### src/rtl/mdc_pkg.sv
package mdc_pkg;
  typedef enum logic [1:0] {
    ST_CHECK = 2'd0,
    ST_START = 2'd1,
    ST_RUN   = 2'd2
  } mdc_state_e;

  typedef enum logic [1:0] {
    IV_BAD = 2'd0,
    IV_ONE = 2'd1,
    IV_TWO = 2'd2
  } iv_class_e;
endpackage

### src/rtl/mdc_edge_timer.sv
module mdc_edge_timer #(
  parameter int CW = 8
) (
  input  logic          clk,
  input  logic          rst_n,
  input  logic          din,
  output logic          edge_o,
  output logic          level_o,
  output logic [CW-1:0] ival,
  output logic          tout
);
  localparam logic [CW-1:0] CMAX = '1;

  logic          d_q, d_qq;
  logic [CW-1:0] cnt;

  always_ff @(posedge clk) begin
    if (!rst_n) begin
      d_q  <= 1'b0;
      d_qq <= 1'b0;
      cnt  <= CMAX;
    end else begin
      d_q  <= din;
      d_qq <= d_q;
      if (edge_o)          cnt <= {{(CW-1){1'b0}}, 1'b1};
      else if (cnt != CMAX) cnt <= cnt + 1'b1;
    end
  end

  assign edge_o  = d_q ^ d_qq;
  assign level_o = d_q;
  assign ival    = cnt;
  assign tout    = !edge_o && (cnt == CMAX - 1'b1);

  AST_SAT_HOLD: assert property (@(posedge clk) disable iff (!rst_n)
    (cnt == CMAX && !edge_o) |=> (cnt == CMAX));
  AST_EDGE_RESTART: assert property (@(posedge clk) disable iff (!rst_n)
    edge_o |=> (cnt == 1 || edge_o));
endmodule

### src/rtl/mdc_window.sv
module mdc_window
  import mdc_pkg::*;
#(
  parameter int CW = 8
) (
  input  logic          clk,
  input  logic          rst_n,
  input  logic [CW-1:0] lim_min,
  input  logic [CW-1:0] lim_max,
  input  logic [CW-1:0] ival,
  output iv_class_e     cls
);
  logic [CW:0] sum, dif, lo2, hi2, iv;

  always_comb begin
    sum = {1'b0, lim_min} + {1'b0, lim_max};
    dif = {1'b0, lim_max} - {1'b0, lim_min};
    lo2 = sum - (dif >> 1);
    hi2 = sum + ((dif + 1'b1) >> 1);
    iv  = {1'b0, ival};
    if (ival >= lim_min && ival <= lim_max) cls = IV_ONE;
    else if (iv >= lo2 && iv <= hi2)        cls = IV_TWO;
    else                                    cls = IV_BAD;
  end

  AST_WIN_ORDER: assert property (@(posedge clk) disable iff (!rst_n)
    (lim_min <= lim_max) |-> (lo2 <= hi2 && lo2 > {1'b0, lim_max}));
endmodule

### src/rtl/mdc_ctrl.sv
module mdc_ctrl
  import mdc_pkg::*;
(
  input  logic      clk,
  input  logic      rst_n,
  input  logic      edge_i,
  input  logic      level_i,
  input  logic      tout_i,
  input  iv_class_e cls_i,
  input  logic [1:0] chk_sel,
  input  logic      bypass,
  input  logic      biphase,
  output logic      fire,
  output logic      abort,
  output logic      locked,
  output logic      data_o
);
  mdc_state_e state;
  logic       ph;
  logic [3:0] ccnt;
  logic [3:0] need;
  logic       err_ev;

  always_comb begin
    need   = {2'b00, chk_sel} + {1'b0, chk_sel, 1'b0};
    err_ev = tout_i || (edge_i && cls_i == IV_BAD) ||
             (edge_i && state == ST_RUN && cls_i == IV_TWO && ph);
    fire   = edge_i && state == ST_RUN && !err_ev &&
             ((cls_i == IV_TWO && !ph) || (cls_i == IV_ONE && ph));
    abort  = err_ev && state == ST_RUN;
  end

  always_ff @(posedge clk) begin
    if (!rst_n) begin
      state  <= ST_CHECK;
      ph     <= 1'b0;
      ccnt   <= '0;
      data_o <= 1'b0;
    end else begin
      case (state)
        ST_CHECK: begin
          if (bypass) begin
            state <= ST_START;
            ccnt  <= '0;
          end else if (err_ev) begin
            ccnt <= '0;
          end else if (edge_i) begin
            if (ccnt + 1'b1 >= need) begin
              state <= ST_START;
              ccnt  <= '0;
            end else begin
              ccnt <= ccnt + 1'b1;
            end
          end
        end
        ST_START: begin
          if (err_ev) begin
            state <= ST_CHECK;
            ccnt  <= '0;
          end else if (edge_i && cls_i == IV_TWO) begin
            state <= ST_RUN;
            ph    <= 1'b0;
          end
        end
        default: begin
          if (err_ev) begin
            state <= ST_CHECK;
            ccnt  <= '0;
          end else if (edge_i && cls_i == IV_ONE) begin
            ph <= ~ph;
          end
        end
      endcase
      if (fire) data_o <= biphase ? (cls_i == IV_ONE) : level_i;
    end
  end

  assign locked = (state == ST_RUN);

  AST_LOCK_ON_START: assert property (@(posedge clk) disable iff (!rst_n)
    $rose(locked) |-> $past(edge_i && cls_i == IV_TWO));
  AST_VIOL_DROP: assert property (@(posedge clk) disable iff (!rst_n)
    (locked && edge_i && cls_i == IV_TWO && ph) |=> !locked);
  AST_BAD_DROP: assert property (@(posedge clk) disable iff (!rst_n)
    (edge_i && cls_i == IV_BAD) |=> !locked);
  AST_TOUT_DROP: assert property (@(posedge clk) disable iff (!rst_n)
    tout_i |=> !locked);
endmodule

### src/rtl/mdc_pulse.sv
module mdc_pulse #(
  parameter int DELAY = 2,
  parameter int PWW   = 3
) (
  input  logic           clk,
  input  logic           rst_n,
  input  logic           fire,
  input  logic           abort,
  input  logic [PWW-1:0] pulse_w,
  output logic           pulse
);
  localparam int TW = $clog2(DELAY + (1 << PWW) + 1);
  localparam logic [TW-1:0] DLY = TW'(DELAY);

  logic          act;
  logic [TW-1:0] tmr;
  logic [TW-1:0] last;

  assign last = DLY + ((pulse_w == '0) ? TW'(1) : TW'(pulse_w)) - 1'b1;

  always_ff @(posedge clk) begin
    if (!rst_n) begin
      act <= 1'b0;
      tmr <= '0;
    end else if (abort) begin
      act <= 1'b0;
    end else if (fire) begin
      act <= 1'b1;
      tmr <= TW'(1);
    end else if (act) begin
      if (tmr == last) act <= 1'b0;
      else             tmr <= tmr + 1'b1;
    end
  end

  assign pulse = act && (tmr >= DLY);

  AST_PULSE_STOP: assert property (@(posedge clk) disable iff (!rst_n)
    abort |=> !pulse);
  AST_PULSE_LATE: assert property (@(posedge clk) disable iff (!rst_n)
    fire |=> !pulse);
endmodule

### src/rtl/mdc_recover.sv
module mdc_recover
  import mdc_pkg::*;
#(
  parameter int CW    = 8,
  parameter int DELAY = 2,
  parameter int PWW   = 3
) (
  input  logic           clk,
  input  logic           rst_n,
  input  logic           rx_in,
  input  logic [CW-1:0]  t_lo,
  input  logic [CW-1:0]  t_hi,
  input  logic [1:0]     chk_sel,
  input  logic           force_on,
  input  logic           biphase,
  input  logic [PWW-1:0] pulse_w,
  output logic           rx_data,
  output logic           rx_clk,
  output logic           rx_locked
);
  logic          seen, level, tout, fire, abort;
  logic [CW-1:0] ival;
  iv_class_e     cls;

  mdc_edge_timer #(.CW(CW)) u_timer (
    .clk(clk), .rst_n(rst_n), .din(rx_in),
    .edge_o(seen), .level_o(level), .ival(ival), .tout(tout)
  );

  mdc_window #(.CW(CW)) u_win (
    .clk(clk), .rst_n(rst_n), .lim_min(t_lo), .lim_max(t_hi),
    .ival(ival), .cls(cls)
  );

  mdc_ctrl u_ctrl (
    .clk(clk), .rst_n(rst_n), .edge_i(seen), .level_i(level),
    .tout_i(tout), .cls_i(cls), .chk_sel(chk_sel),
    .bypass(force_on || chk_sel == 2'd0), .biphase(biphase),
    .fire(fire), .abort(abort), .locked(rx_locked), .data_o(rx_data)
  );

  mdc_pulse #(.DELAY(DELAY), .PWW(PWW)) u_pulse (
    .clk(clk), .rst_n(rst_n), .fire(fire), .abort(abort),
    .pulse_w(pulse_w), .pulse(rx_clk)
  );

  AST_CLK_LOCKED: assert property (@(posedge clk) disable iff (!rst_n)
    rx_clk |-> rx_locked);
endmodule

### config.mk
export PLATFORM = sky130hd
export DESIGN_NAME = mdc_recover
export DESIGN_NICKNAME = d
export VERILOG_FILES = /design/src/rtl/mdc_pkg.sv /design/src/rtl/mdc_edge_timer.sv /design/src/rtl/mdc_window.sv /design/src/rtl/mdc_ctrl.sv /design/src/rtl/mdc_pulse.sv /design/src/rtl/mdc_recover.sv
export SDC_FILE = /design/constraint.sdc
export NUM_CORES = 1
export LEC_CHECK = 0
export ABC_CLOCK_PERIOD_IN_PS = 4900
export BUFFER_PORTS_ARGS = -buffer_cell sky130_fd_sc_hd__clkbuf_2
export CAP_MARGIN = 20
export CORE_ASPECT_RATIO = 0.5
export CORE_UTILIZATION = 45
export DETAILED_ROUTE_END_ITERATION = 16
export GPL_ROUTABILITY_DRIVEN = 0
export GPL_TIMING_DRIVEN = 0
export PLACE_DENSITY = 0.75
export SLEW_MARGIN = 20
export SYNTH_ARGS = -nofsm -noshare
export SYNTH_HDL_FRONTEND = slang
export SYNTH_SLANG_ARGS = --single-unit
### constraint.sdc
create_clock -name clk -period 4.9 [get_ports clk]
set_input_delay 0.49 -clock clk [delete_from_list [all_inputs] [get_ports clk]]
set_output_delay 0.49 -clock clk [all_outputs]
set_load 0.02 [all_outputs]
==> report_table.html, run 1 <==
<table>
<tr><th>Metric</th><th>Value</th></tr>
<tr><th colspan="2">Final layout</th></tr>
<tr><td>Non-filler cells in the finished layout</td><td>552</td></tr>
<tr><td>Share of the core filled with cells in the final layout</td><td>0.540</td></tr>
<tr><td>Final layout net count</td><td>565</td></tr>
<tr><td>Area Overhead vs Synth</td><td>16.1%</td></tr>
<tr><td>Ratio of cells with drive above 1 in the final layout</td><td>0.169</td></tr>
<tr><td>Number of antenna cells inserted</td><td>0</td></tr>
<tr><th colspan="2">Run status</th></tr>
<tr><td>Result of the run</td><td>finished, violations left</td></tr>
<tr><td>Failing checks</td><td>design-rule violations</td></tr>
<tr><th colspan="2">Setup path</th></tr>
<tr><td>Critical path startpoint</td><td>t_hi[0]</td></tr>
<tr><td>Sort of element at the start of the critical path</td><td>input pin</td></tr>
<tr><td>Reg2Reg Capture Point</td><td>u_pulse.tmr[1]$_SDFFE_PN0P_</td></tr>
<tr><td>Worst setup path category</td><td>in -&gt; reg</td></tr>
<tr><td>Launching point of the worst reg2reg path</td><td>u_timer.ival[0]$_SDFFE_PP1N_</td></tr>
<tr><td>Required time at the endpoint of the critical path</td><td>5050 ps</td></tr>
<tr><td>Register-to-register setup slack</td><td>2160 ps</td></tr>
<tr><td>Critical path peak fanout</td><td>4</td></tr>
<tr><td>Data arrival, critical path</td><td>4880 ps</td></tr>
<tr><td>Last element of the critical path</td><td>u_pulse.tmr[1]$_SDFFE_PN0P_</td></tr>
<tr><td>Crit. End Element</td><td>flip-flop</td></tr>
<tr><td>Length in cells of the worst reg-to-reg path</td><td>10</td></tr>
<tr><th colspan="2">Placed design</th></tr>
<tr><td>IO buf count</td><td>27</td></tr>
<tr><td>Estimated wirelength of the detail-placed design</td><td>5840 um</td></tr>
<tr><td>Cell count after placement</td><td>539</td></tr>
<tr><th colspan="2">Global route</th></tr>
<tr><td>GR Overflow Total</td><td>0</td></tr>
<tr><td>Global-route layer with the greatest usage</td><td>met2</td></tr>
<tr><td>Global-route wire length before repair</td><td>12,000 um</td></tr>
<tr><td>Global Route met3 Usage</td><td>0.0153</td></tr>
<tr><td>Met2 track demand over resource</td><td>0.328</td></tr>
<tr><td>Vias in the first global route</td><td>2,760</td></tr>
<tr><td>Global-route usage over all layers</td><td>0.182</td></tr>
<tr><td>Met1 Usage GRT</td><td>0.238</td></tr>
<tr><td>Largest net degree at the start of global routing</td><td>15</td></tr>
<tr><td>Number of antenna violations at the first check in global routing</td><td>0</td></tr>
<tr><th colspan="2">Logic synthesis</th></tr>
<tr><td>Cell variety after synth</td><td>58</td></tr>
<tr><td>Leading cell types by total area after synthesis</td><td>sky130_fd_sc_hd__ha_1 (29%), sky130_fd_sc_hd__dfxtp_1 (13%), sky130_fd_sc_hd__xnor2_1 (7.2%), sky130_fd_sc_hd__a21oi_1 (4.8%), sky130_fd_sc_hd__inv_1 (4.8%)</td></tr>
<tr><td>Yosys top cell area share</td><td>0.286</td></tr>
<tr><td>Post-synthesis cell type with the largest combined area</td><td>sky130_fd_sc_hd__ha_1</td></tr>
<tr><td>Number of enable flip-flop cells after synthesis</td><td>0</td></tr>
<tr><td>Nets in the synthesized netlist</td><td>524</td></tr>
<tr><td>Most frequent cell after synthesis</td><td>sky130_fd_sc_hd__ha_1</td></tr>
<tr><td>Most frequently used flop master after synthesis</td><td>sky130_fd_sc_hd__dfxtp_1</td></tr>
<tr><td>Share of async-settable or async-resettable flops after synthesis</td><td>0</td></tr>
<tr><td>Fraction of the yosys area taken by sequential cells</td><td>0.135</td></tr>
<tr><td>Mean instance size in the synthesized netlist</td><td>8.22 um^2</td></tr>
<tr><td>Flip-flop and latch count after synthesis</td><td>23</td></tr>
<tr><td>Gate count of the mapped netlist</td><td>416</td></tr>
<tr><td>Count of yosys warnings during synthesis</td><td>0</td></tr>
<tr><td>Post-synth top cells</td><td>sky130_fd_sc_hd__ha_1 (78), sky130_fd_sc_hd__inv_1 (44), sky130_fd_sc_hd__a21oi_1 (33), sky130_fd_sc_hd__nor2_1 (33), sky130_fd_sc_hd__xnor2_1 (28)</td></tr>
<tr><td>Mapped Area</td><td>0.00342 mm^2</td></tr>
<tr><th colspan="2">Die</th></tr>
<tr><td>Ports placed on the boundary</td><td>29</td></tr>
<tr><td>Effective utilization at floorplan</td><td>0.465</td></tr>
<tr><td>Total Die Area</td><td>0.00797 mm^2</td></tr>
<tr><td>Core region area</td><td>0.00735 mm^2</td></tr>
<tr><td>Placement Rows</td><td>22</td></tr>
<tr><td>Die X</td><td>125 um</td></tr>
<tr><td>Y dimension of the die</td><td>63.6 um</td></tr>
<tr><th colspan="2">Timing</th></tr>
<tr><td>Pins over their slew limit</td><td>0</td></tr>
<tr><td>Final worst path period share</td><td>0.965</td></tr>
<tr><td>Hold slack</td><td>437 ps</td></tr>
<tr><td>Max Clock Skew</td><td>2.44 ps</td></tr>
<tr><td>Count of endpoints failing setup in the final report</td><td>0</td></tr>
<tr><td>Final period demand of the worst path</td><td>4730 ps</td></tr>
<tr><td>Final number of hold-violating endpoints</td><td>0</td></tr>
<tr><td>Tightest slew margin relative to the limit</td><td>0.434</td></tr>
<tr><td>Slew at the pin closest to its max-slew limit</td><td>841 ps</td></tr>
<tr><td>Max Fclk</td><td>211 MHz</td></tr>
<tr><th colspan="2">Flow run</th></tr>
<tr><td>Max-cap violation count</td><td>0</td></tr>
<tr><th colspan="2">Clock network</th></tr>
<tr><td>Total number of clock tree sinks</td><td>23</td></tr>
<tr><td>CTS H-Tree Depth</td><td>1</td></tr>
<tr><td>Insertion delay of the later-clocked pin in the worst-skew pair</td><td>260 ps</td></tr>
<tr><td>CTS tree</td><td>built</td></tr>
<tr><td>TritonCTS buffer count</td><td>3</td></tr>
<tr><td>Cell at the root of the clock tree</td><td>sky130_fd_sc_hd__clkbuf_16</td></tr>
<tr><td>CTS Buffer Depth</td><td>2</td></tr>
<tr><td>Clock slew at reported path FFs</td><td>60 ps</td></tr>
<tr><th colspan="2">Min path</th></tr>
<tr><td>Path class of the lowest-slack min-delay path</td><td>in -&gt; reg</td></tr>
<tr><td>Hold wc startpoint</td><td>rx_in</td></tr>
<tr><th colspan="2">Power</th></tr>
<tr><td>Total power per unit cell area</td><td>362 mW/mm^2</td></tr>
<tr><td>Worst-case vdd ir drop</td><td>0.000142 V</td></tr>
<tr><td>Reported leakage power</td><td>1.92 nW</td></tr>
<tr><th colspan="2">Drt</th></tr>
<tr><td>Post-route DRC violation count</td><td>2</td></tr>
<tr><td>Antenna-violating nets left</td><td>0</td></tr>
<tr><td>Pre-antenna DRT Iters</td><td>10</td></tr>
<tr><td>Post-detailed-route via-to-cell ratio</td><td>5.39</td></tr>
<tr><td>1st-iter DRT viols</td><td>85</td></tr>
<tr><td>Total number of vias</td><td>2,974</td></tr>
<tr><td>Total routed wirelength</td><td>7290 um</td></tr>
<tr><td>Routed len/inst</td><td>13.2 um</td></tr>
</table>
-- report_power, final --
part	internal (mW)	switching [mW]
Clock	0.111	0.0672
Sequential	0.204	0.0358
Combinational	0.480	0.538
Total	0.795	0.641
-- critical path, cell delays in order --
cell	delay [ps]
sky130_fd_sc_hd__buf_6	110
sky130_fd_sc_hd__inv_2	60
sky130_fd_sc_hd__ha_4	130
sky130_fd_sc_hd__inv_2	40
sky130_fd_sc_hd__fa_2	350
sky130_fd_sc_hd__a21o_1	200
sky130_fd_sc_hd__a21oi_2	170
sky130_fd_sc_hd__o21bai_1	110
sky130_fd_sc_hd__a21oi_2	220
sky130_fd_sc_hd__xnor2_2	160
sky130_fd_sc_hd__inv_1	100
sky130_fd_sc_hd__xnor2_1	130
sky130_fd_sc_hd__ha_1	320
sky130_fd_sc_hd__a21o_1	210
sky130_fd_sc_hd__a31oi_1	190
sky130_fd_sc_hd__xor2_1	200
sky130_fd_sc_hd__ha_1	280
sky130_fd_sc_hd__a211oi_2	220
sky130_fd_sc_hd__o211ai_1	110
sky130_fd_sc_hd__o21ai_1	200
sky130_fd_sc_hd__o211a_4	220
sky130_fd_sc_hd__buf_4	130
sky130_fd_sc_hd__a21oi_4	60
sky130_fd_sc_hd__a21o_1	230
sky130_fd_sc_hd__a32o_1	250
-- how the worst min path moves through the flow --
stage / cells after the start / endpoint
floorplan: 2 / u_ctrl.state[0]$_SDFFE_PN0P_
global route: 2 / u_timer.level_o$_SDFF_PN0_
global placement: 2 / u_ctrl.data_o$_SDFFE_PN0P_
detailed placement: 2 / u_ctrl.data_o$_SDFFE_PN0P_
CTS: 2 / u_timer.level_o$_SDFF_PN0_
finish: 2 / u_timer.level_o$_SDFF_PN0_
-- cell families after synthesis --
family,Yosys count,share of synthesized area
AOI/OAI and AO/OA,111,0.224
and+or+nand+nor,104,0.157
adders and majority gates,82,0.309
buffers and inverters,49,0.0542
xor gates and xnor gates,45,0.115
DFF,23,0.135
muxes,2,0.00622
-- final cells by class --
type,count,area (um^2)
well taps,96,120
flip-flops and latches,23,460
clock inverters,1,7.51
multi-input cells,344,2900
inverters,44,165
repair buffers,37,221
clock buffers,3,75.1
plain buffers,4,16.3
fillers,673,3380
-- registers in the layout, summed over array words and instances (netlist names) --
signal	flops
u_timer.ival	8
u_ctrl.ccnt	4
u_pulse.tmr	4
u_ctrl.state	2
u_ctrl.data_o	1
u_ctrl.ph	1
u_pulse.act	1
u_timer.d_qq	1
u_timer.level_o	1
-- repair_timing --
action	in CTS	in global routing
gates cloned	0	0
hold buffers	0	0
buffers inserted	2	8
pin swaps	2	30
resized for setup	7	30
setup endpoints to repair	10	12
-- routing by layer --
layer / part of all wire / vias up / routed length (um)
met5: 0 / - / 0
met4: 0.0082 / 0 / 60
met3: 0.017 / 6 / 124
met2: 0.46 / 39 / 3390
met1: 0.51 / 1372 / 3720
li1: - / 1557 / -
-- cell usage in the layout (no fill, tap or decap), types with 3 or more instances in the layout --
cell	count
sky130_fd_sc_hd__nand4_1	3
sky130_fd_sc_hd__o31ai_1	5
sky130_fd_sc_hd__buf_4	12
sky130_fd_sc_hd__fa_1	3
sky130_fd_sc_hd__nor2_1	33
sky130_fd_sc_hd__clkbuf_1	3
sky130_fd_sc_hd__inv_1	41
sky130_fd_sc_hd__o21ai_1	5
sky130_fd_sc_hd__dfxtp_1	23
sky130_fd_sc_hd__xor2_1	17
sky130_fd_sc_hd__xnor2_1	24
sky130_fd_sc_hd__xnor2_2	3
sky130_fd_sc_hd__a21oi_2	4
sky130_fd_sc_hd__and4_1	3
sky130_fd_sc_hd__a21o_1	16
sky130_fd_sc_hd__clkbuf_2	24
sky130_fd_sc_hd__a22oi_1	4
sky130_fd_sc_hd__a21oi_1	28
sky130_fd_sc_hd__o21ai_0	15
sky130_fd_sc_hd__nand3_1	10
sky130_fd_sc_hd__nor2b_1	3
sky130_fd_sc_hd__o21bai_1	7
sky130_fd_sc_hd__nand2b_1	6
sky130_fd_sc_hd__inv_2	3
sky130_fd_sc_hd__nand2_1	23
sky130_fd_sc_hd__clkbuf_16	3
sky130_fd_sc_hd__a31oi_1	4
sky130_fd_sc_hd__ha_1	76
-- stage by stage --
step	power, mW	TNS [ps]	instance area (um^2)	setup slack [ps]
floorplan	0.980	0	3420	144
global placement	1.15	-4020	3670	-500
detailed placement	1.17	-4470	3670	-538
CTS	1.37	0	3800	23.8
global route	1.58	-94.2	3970	-34.0
finish	1.44	0	3970	171
(Power assumes the default switching activity.)
==> run 2, diff against run 1 <==
==> constraint.sdc (replaced) <==
create_clock -name clk -period 4.9 [get_ports clk]
set_input_delay 0.98 -clock clk [delete_from_list [all_inputs] [get_ports clk]]
set_output_delay 0.98 -clock clk [all_outputs]
set_load 0.02 [all_outputs]
==> run 2 against run 1 <==
  * The flow finishes with violations (design-rule violations, negative setup slack)
  * Critical path depth did not move
  * Flip-flop and latch count unchanged
  * Register-to-register slack better by 60 ps
==> report_table.html, run 2 (synthesis gave the netlist of run 1 again) <==
<table>
<tr><th>Metric</th><th>Value</th></tr>
<tr><th colspan="2">Drt</th></tr>
<tr><td>Post-detailed-route via-to-cell ratio</td><td>5.36 (-0.57%)</td></tr>
<tr><td>Routed len/inst</td><td>13.7 um (+4.1%)</td></tr>
<tr><td>Post-route DRC violation count</td><td>2 (unchanged)</td></tr>
<tr><td>Pre-antenna DRT Iters</td><td>12 (+2)</td></tr>
<tr><td>1st-iter DRT viols</td><td>140 (+65%)</td></tr>
<tr><td>Antenna-violating nets left</td><td>0 (unchanged)</td></tr>
<tr><td>Total routed wirelength</td><td>7740 um (+6.1%)</td></tr>
<tr><td>Total number of vias</td><td>3,016 (+1.4%)</td></tr>
<tr><th colspan="2">Timing</th></tr>
<tr><td>Pins over their slew limit</td><td>0 (unchanged)</td></tr>
<tr><td>Max Clock Skew</td><td>5.53 ps (+3.09 ps)</td></tr>
<tr><td>Final worst path period share</td><td>1.05 (+0.0841)</td></tr>
<tr><td>Slew at the pin closest to its max-slew limit</td><td>726 ps (-115 ps)</td></tr>
<tr><td>Final period demand of the worst path</td><td>5140 ps (+412 ps)</td></tr>
<tr><td>Max Fclk</td><td>195 MHz (-8.0%)</td></tr>
<tr><td>Tightest slew margin relative to the limit</td><td>0.512 (+0.0775)</td></tr>
<tr><td>RSZ-0062 raised after global routing</td><td>yes</td></tr>
<tr><td>Post-route setup slack</td><td>-240 ps (-412 ps)</td></tr>
<tr><td>Final number of hold-violating endpoints</td><td>0 (unchanged)</td></tr>
<tr><td>Count of endpoints failing setup in the final report</td><td>12 (+12)</td></tr>
<tr><th colspan="2">Power</th></tr>
<tr><td>Worst-case vdd ir drop</td><td>0.000155 V (+9.3%)</td></tr>
<tr><td>Share of total power in combinational logic</td><td>0.731 (+0.022)</td></tr>
<tr><td>Total power per unit cell area</td><td>375 mW/mm^2 (+3.6%)</td></tr>
<tr><td>Switching Share</td><td>0.449 (+0.00289)</td></tr>
<tr><td>Clock share of power</td><td>0.114 (-0.010)</td></tr>
<tr><td>Internal Power</td><td>0.855 mW (+7.5%)</td></tr>
<tr><td>Total power</td><td>1.55 mW (+8.1%)</td></tr>
<tr><td>Switching power total</td><td>0.698 mW (+8.8%)</td></tr>
<tr><td>Register share of total power</td><td>0.155 (-0.012)</td></tr>
<tr><td>Reported leakage power</td><td>2.00 nW (+4.3%)</td></tr>
<tr><th colspan="2">Die</th></tr>
<tr><td>Core region area</td><td>0.00735 mm^2 (unchanged)</td></tr>
<tr><td>Y dimension of the die</td><td>63.6 um (unchanged)</td></tr>
<tr><td>Total Die Area</td><td>0.00797 mm^2 (unchanged)</td></tr>
<tr><td>Ports placed on the boundary</td><td>29 (unchanged)</td></tr>
<tr><td>Placement Rows</td><td>22 (unchanged)</td></tr>
<tr><td>Die X</td><td>125 um (unchanged)</td></tr>
<tr><td>Effective utilization at floorplan</td><td>0.465 (unchanged)</td></tr>
<tr><th colspan="2">Setup path</th></tr>
<tr><td>Length in cells of the worst reg-to-reg path</td><td>10 (unchanged)</td></tr>
<tr><td>Data arrival, critical path</td><td>5290 ps (+410 ps)</td></tr>
<tr><td>Register-to-register setup slack</td><td>2220 ps (+60 ps)</td></tr>
<tr><td>Sort of element at the start of the critical path</td><td>input pin</td></tr>
<tr><td>CP dominant cell by count</td><td>sky130_fd_sc_hd__a21o_1</td></tr>
<tr><td>Worst path bufs/invs</td><td>5 (unchanged)</td></tr>
<tr><td>Reg2Reg Capture Point</td><td>u_pulse.tmr[1]$_SDFFE_PN0P_</td></tr>
<tr><td>Required time at the endpoint of the critical path</td><td>5050 ps (about the same)</td></tr>
<tr><td>Cell with the largest stage delay on the worst path</td><td>sky130_fd_sc_hd__fa_2</td></tr>
<tr><td>Delay of the slowest cell on the worst path</td><td>360 ps (about the same)</td></tr>
<tr><td>Crit. End Element</td><td>flip-flop</td></tr>
<tr><td>Launching point of the worst reg2reg path</td><td>u_timer.ival[0]$_SDFFE_PP1N_</td></tr>
<tr><td>Kind of cell adding the most delay to the critical path</td><td>compound AO/OA/AOI/OAI gates</td></tr>
<tr><td>Critical path peak fanout</td><td>4 (unchanged)</td></tr>
<tr><td>Worst setup path category</td><td>in -&gt; reg</td></tr>
<tr><td>Critical path startpoint</td><td>t_hi[0]</td></tr>
<tr><th colspan="2">Flow run</th></tr>
<tr><td>Max-cap violation count</td><td>0 (unchanged)</td></tr>
<tr><th colspan="2">Min path</th></tr>
<tr><td>Hold endpoint</td><td>u_pulse.tmr[3]$_SDFFE_PN0P_</td></tr>
<tr><td>Path class of the lowest-slack min-delay path</td><td>reg -&gt; reg</td></tr>
<tr><td>Cell depth of the worst min-delay path</td><td>2 (unchanged)</td></tr>
<tr><td>Hold wc startpoint</td><td>u_pulse.tmr[3]$_SDFFE_PN0P_</td></tr>
<tr><th colspan="2">Final layout</th></tr>
<tr><td>Largest Register</td><td>u_timer.ival</td></tr>
<tr><td>Most common cell after layout, fill and taps aside</td><td>sky130_fd_sc_hd__ha_1</td></tr>
<tr><td>Layout filler cell count</td><td>643 (-4.5%)</td></tr>
<tr><td>Ratio of cells with drive above 1 in the final layout</td><td>0.221 (+0.0517)</td></tr>
<tr><td>Number of antenna cells inserted</td><td>0 (unchanged)</td></tr>
<tr><td>Final design area excluding fillers</td><td>0.00414 mm^2 (+4.4%)</td></tr>
<tr><td>Regs by FF count</td><td>u_timer.ival (8), u_ctrl.ccnt (4), u_pulse.tmr (4)</td></tr>
<tr><td>Area Overhead vs Synth</td><td>21.1%</td></tr>
<tr><td>Number of flip-flops in the largest register</td><td>8 (unchanged)</td></tr>
<tr><td>Final layout net count</td><td>576 (+1.9%)</td></tr>
<tr><td>Share of the core filled with cells in the final layout</td><td>0.563 (+0.0235)</td></tr>
<tr><td>Highest-count cells in the layout ignoring fill and taps</td><td>sky130_fd_sc_hd__ha_1 (76), sky130_fd_sc_hd__inv_1 (39), sky130_fd_sc_hd__nor2_1 (32)</td></tr>
<tr><th colspan="2">Clock network</th></tr>
<tr><td>CTS H-Tree Depth</td><td>1 (unchanged)</td></tr>
<tr><td>Cell at the root of the clock tree</td><td>sky130_fd_sc_hd__clkbuf_16</td></tr>
<tr><td>TritonCTS buffer count</td><td>3 (unchanged)</td></tr>
<tr><td>Clock slew at reported path FFs</td><td>60 ps (about the same)</td></tr>
<tr><td>CTS tree</td><td>built</td></tr>
<tr><td>Insertion delay of the later-clocked pin in the worst-skew pair</td><td>260 ps (about the same)</td></tr>
<tr><td>CTS Buffer Depth</td><td>2 (unchanged)</td></tr>
<tr><td>Total number of clock tree sinks</td><td>23 (unchanged)</td></tr>
<tr><th colspan="2">Run status</th></tr>
<tr><td>Result of the run</td><td>finished, violations left</td></tr>
<tr><td>Failing checks</td><td>design-rule violations, negative setup slack</td></tr>
<tr><th colspan="2">Placed design</th></tr>
<tr><td>Estimated wirelength of the detail-placed design</td><td>5910 um (+1.2%)</td></tr>
<tr><td>DP Worst Slack</td><td>-698 ps (-161 ps)</td></tr>
<tr><td>IO buf count</td><td>27 (unchanged)</td></tr>
<tr><td>Placement Cell Area</td><td>0.00373 mm^2 (+1.6%)</td></tr>
<tr><th colspan="2">Global route</th></tr>
<tr><td>Vias in the first global route</td><td>2,788 (+1.0%)</td></tr>
<tr><td>Largest net degree at the start of global routing</td><td>14 (-1)</td></tr>
<tr><td>GR Overflow Total</td><td>0 (unchanged)</td></tr>
<tr><td>Global-route wire length before repair</td><td>12,400 um (+3.6%)</td></tr>
<tr><td>Number of antenna violations at the first check in global routing</td><td>0 (unchanged)</td></tr>
<tr><td>Global-route usage over all layers</td><td>0.191 (+0.00890)</td></tr>
</table>
[run 2: cell count changes in the layout (fill, tap and decap cells not counted), moves of 2 or more]
cell | previous run | this run
sky130_fd_sc_hd__xnor2_1 | 24 | 22
sky130_fd_sc_hd__o21ai_2 | 0 | 2
sky130_fd_sc_hd__a21oi_2 | 4 | 6
sky130_fd_sc_hd__buf_4 | 12 | 20
sky130_fd_sc_hd__a21oi_1 | 28 | 26
sky130_fd_sc_hd__inv_1 | 41 | 39
sky130_fd_sc_hd__xnor2_2 | 3 | 5
[run 2: worst max path at each step]
stage                                        endpoint  cells past startpoint
after global placement    u_pulse.tmr[3]$_SDFFE_PN0P_                     22
final                     u_pulse.tmr[1]$_SDFFE_PN0P_                     25
after CTS                 u_pulse.tmr[3]$_SDFFE_PN0P_                     24
after floorplan           u_pulse.tmr[3]$_SDFFE_PN0P_                     21
after global routing      u_pulse.tmr[1]$_SDFFE_PN0P_                     26
after detailed placement  u_pulse.tmr[3]$_SDFFE_PN0P_                     22
[run 2: tightest hold or removal path: cells and delay by family, from the launching register on]
kind            cells  cell delay [ps]
flops               1              350
compound gates      2              130
[run 2: power groups by stage]
stage	Sequential, mW	Combinational [mW]	Clock [mW]
finish	0.240	1.14	0.178
CTS	0.239	1.02	0.180
global route	0.245	1.26	0.189
detailed placement	0.242	0.953	0
floorplan	0.233	0.769	0
global placement	0.242	0.922	0
[run 2: repair_timing]
| action | CTS | global route |
|---|---|---|
| buffers inserted | 13 | 8 |
| hold buffers | 0 | 0 |
| hold endpoints to repair | 0 | 0 |
| resized for setup | 10 | 28 |
| pin swaps | 22 | 35 |
| setup endpoints to repair | 13 | 13 |
[run 2: area by class of cell]
type,instances,area [um^2],share of cell area
Sequential cell,23,460,0.111
Clock buffer,3,75.1,0.0181
Buffer,4,16.3,0.00393
Timing Repair Buffer,48,323,0.0780
Clock inverter,1,5.00,0.00121
Multi-Input combinational cell,344,2970,0.717
Inverter,44,170,0.0411
Tap cell,96,120,0.0290
[run 2: layer usage]
layer  vias to the layer above  track usage  wire [um]
met5                         -            0          0
met4                         0       0.0427         55
met3                         6       0.0195        238
met2                        44        0.333       3620
met1                      1386        0.255       3820
li1                       1580            -          -
[run 2: per-stage QoR]
stage	cells	setup TNS, ps	hold WS (ps)
floorplan	416	-32.4	468
detailed placement	539	-6870	498
finish	563	-1720	521
global placement	539	-5980	490
global route	563	-4840	556
CTS	556	-2250	514
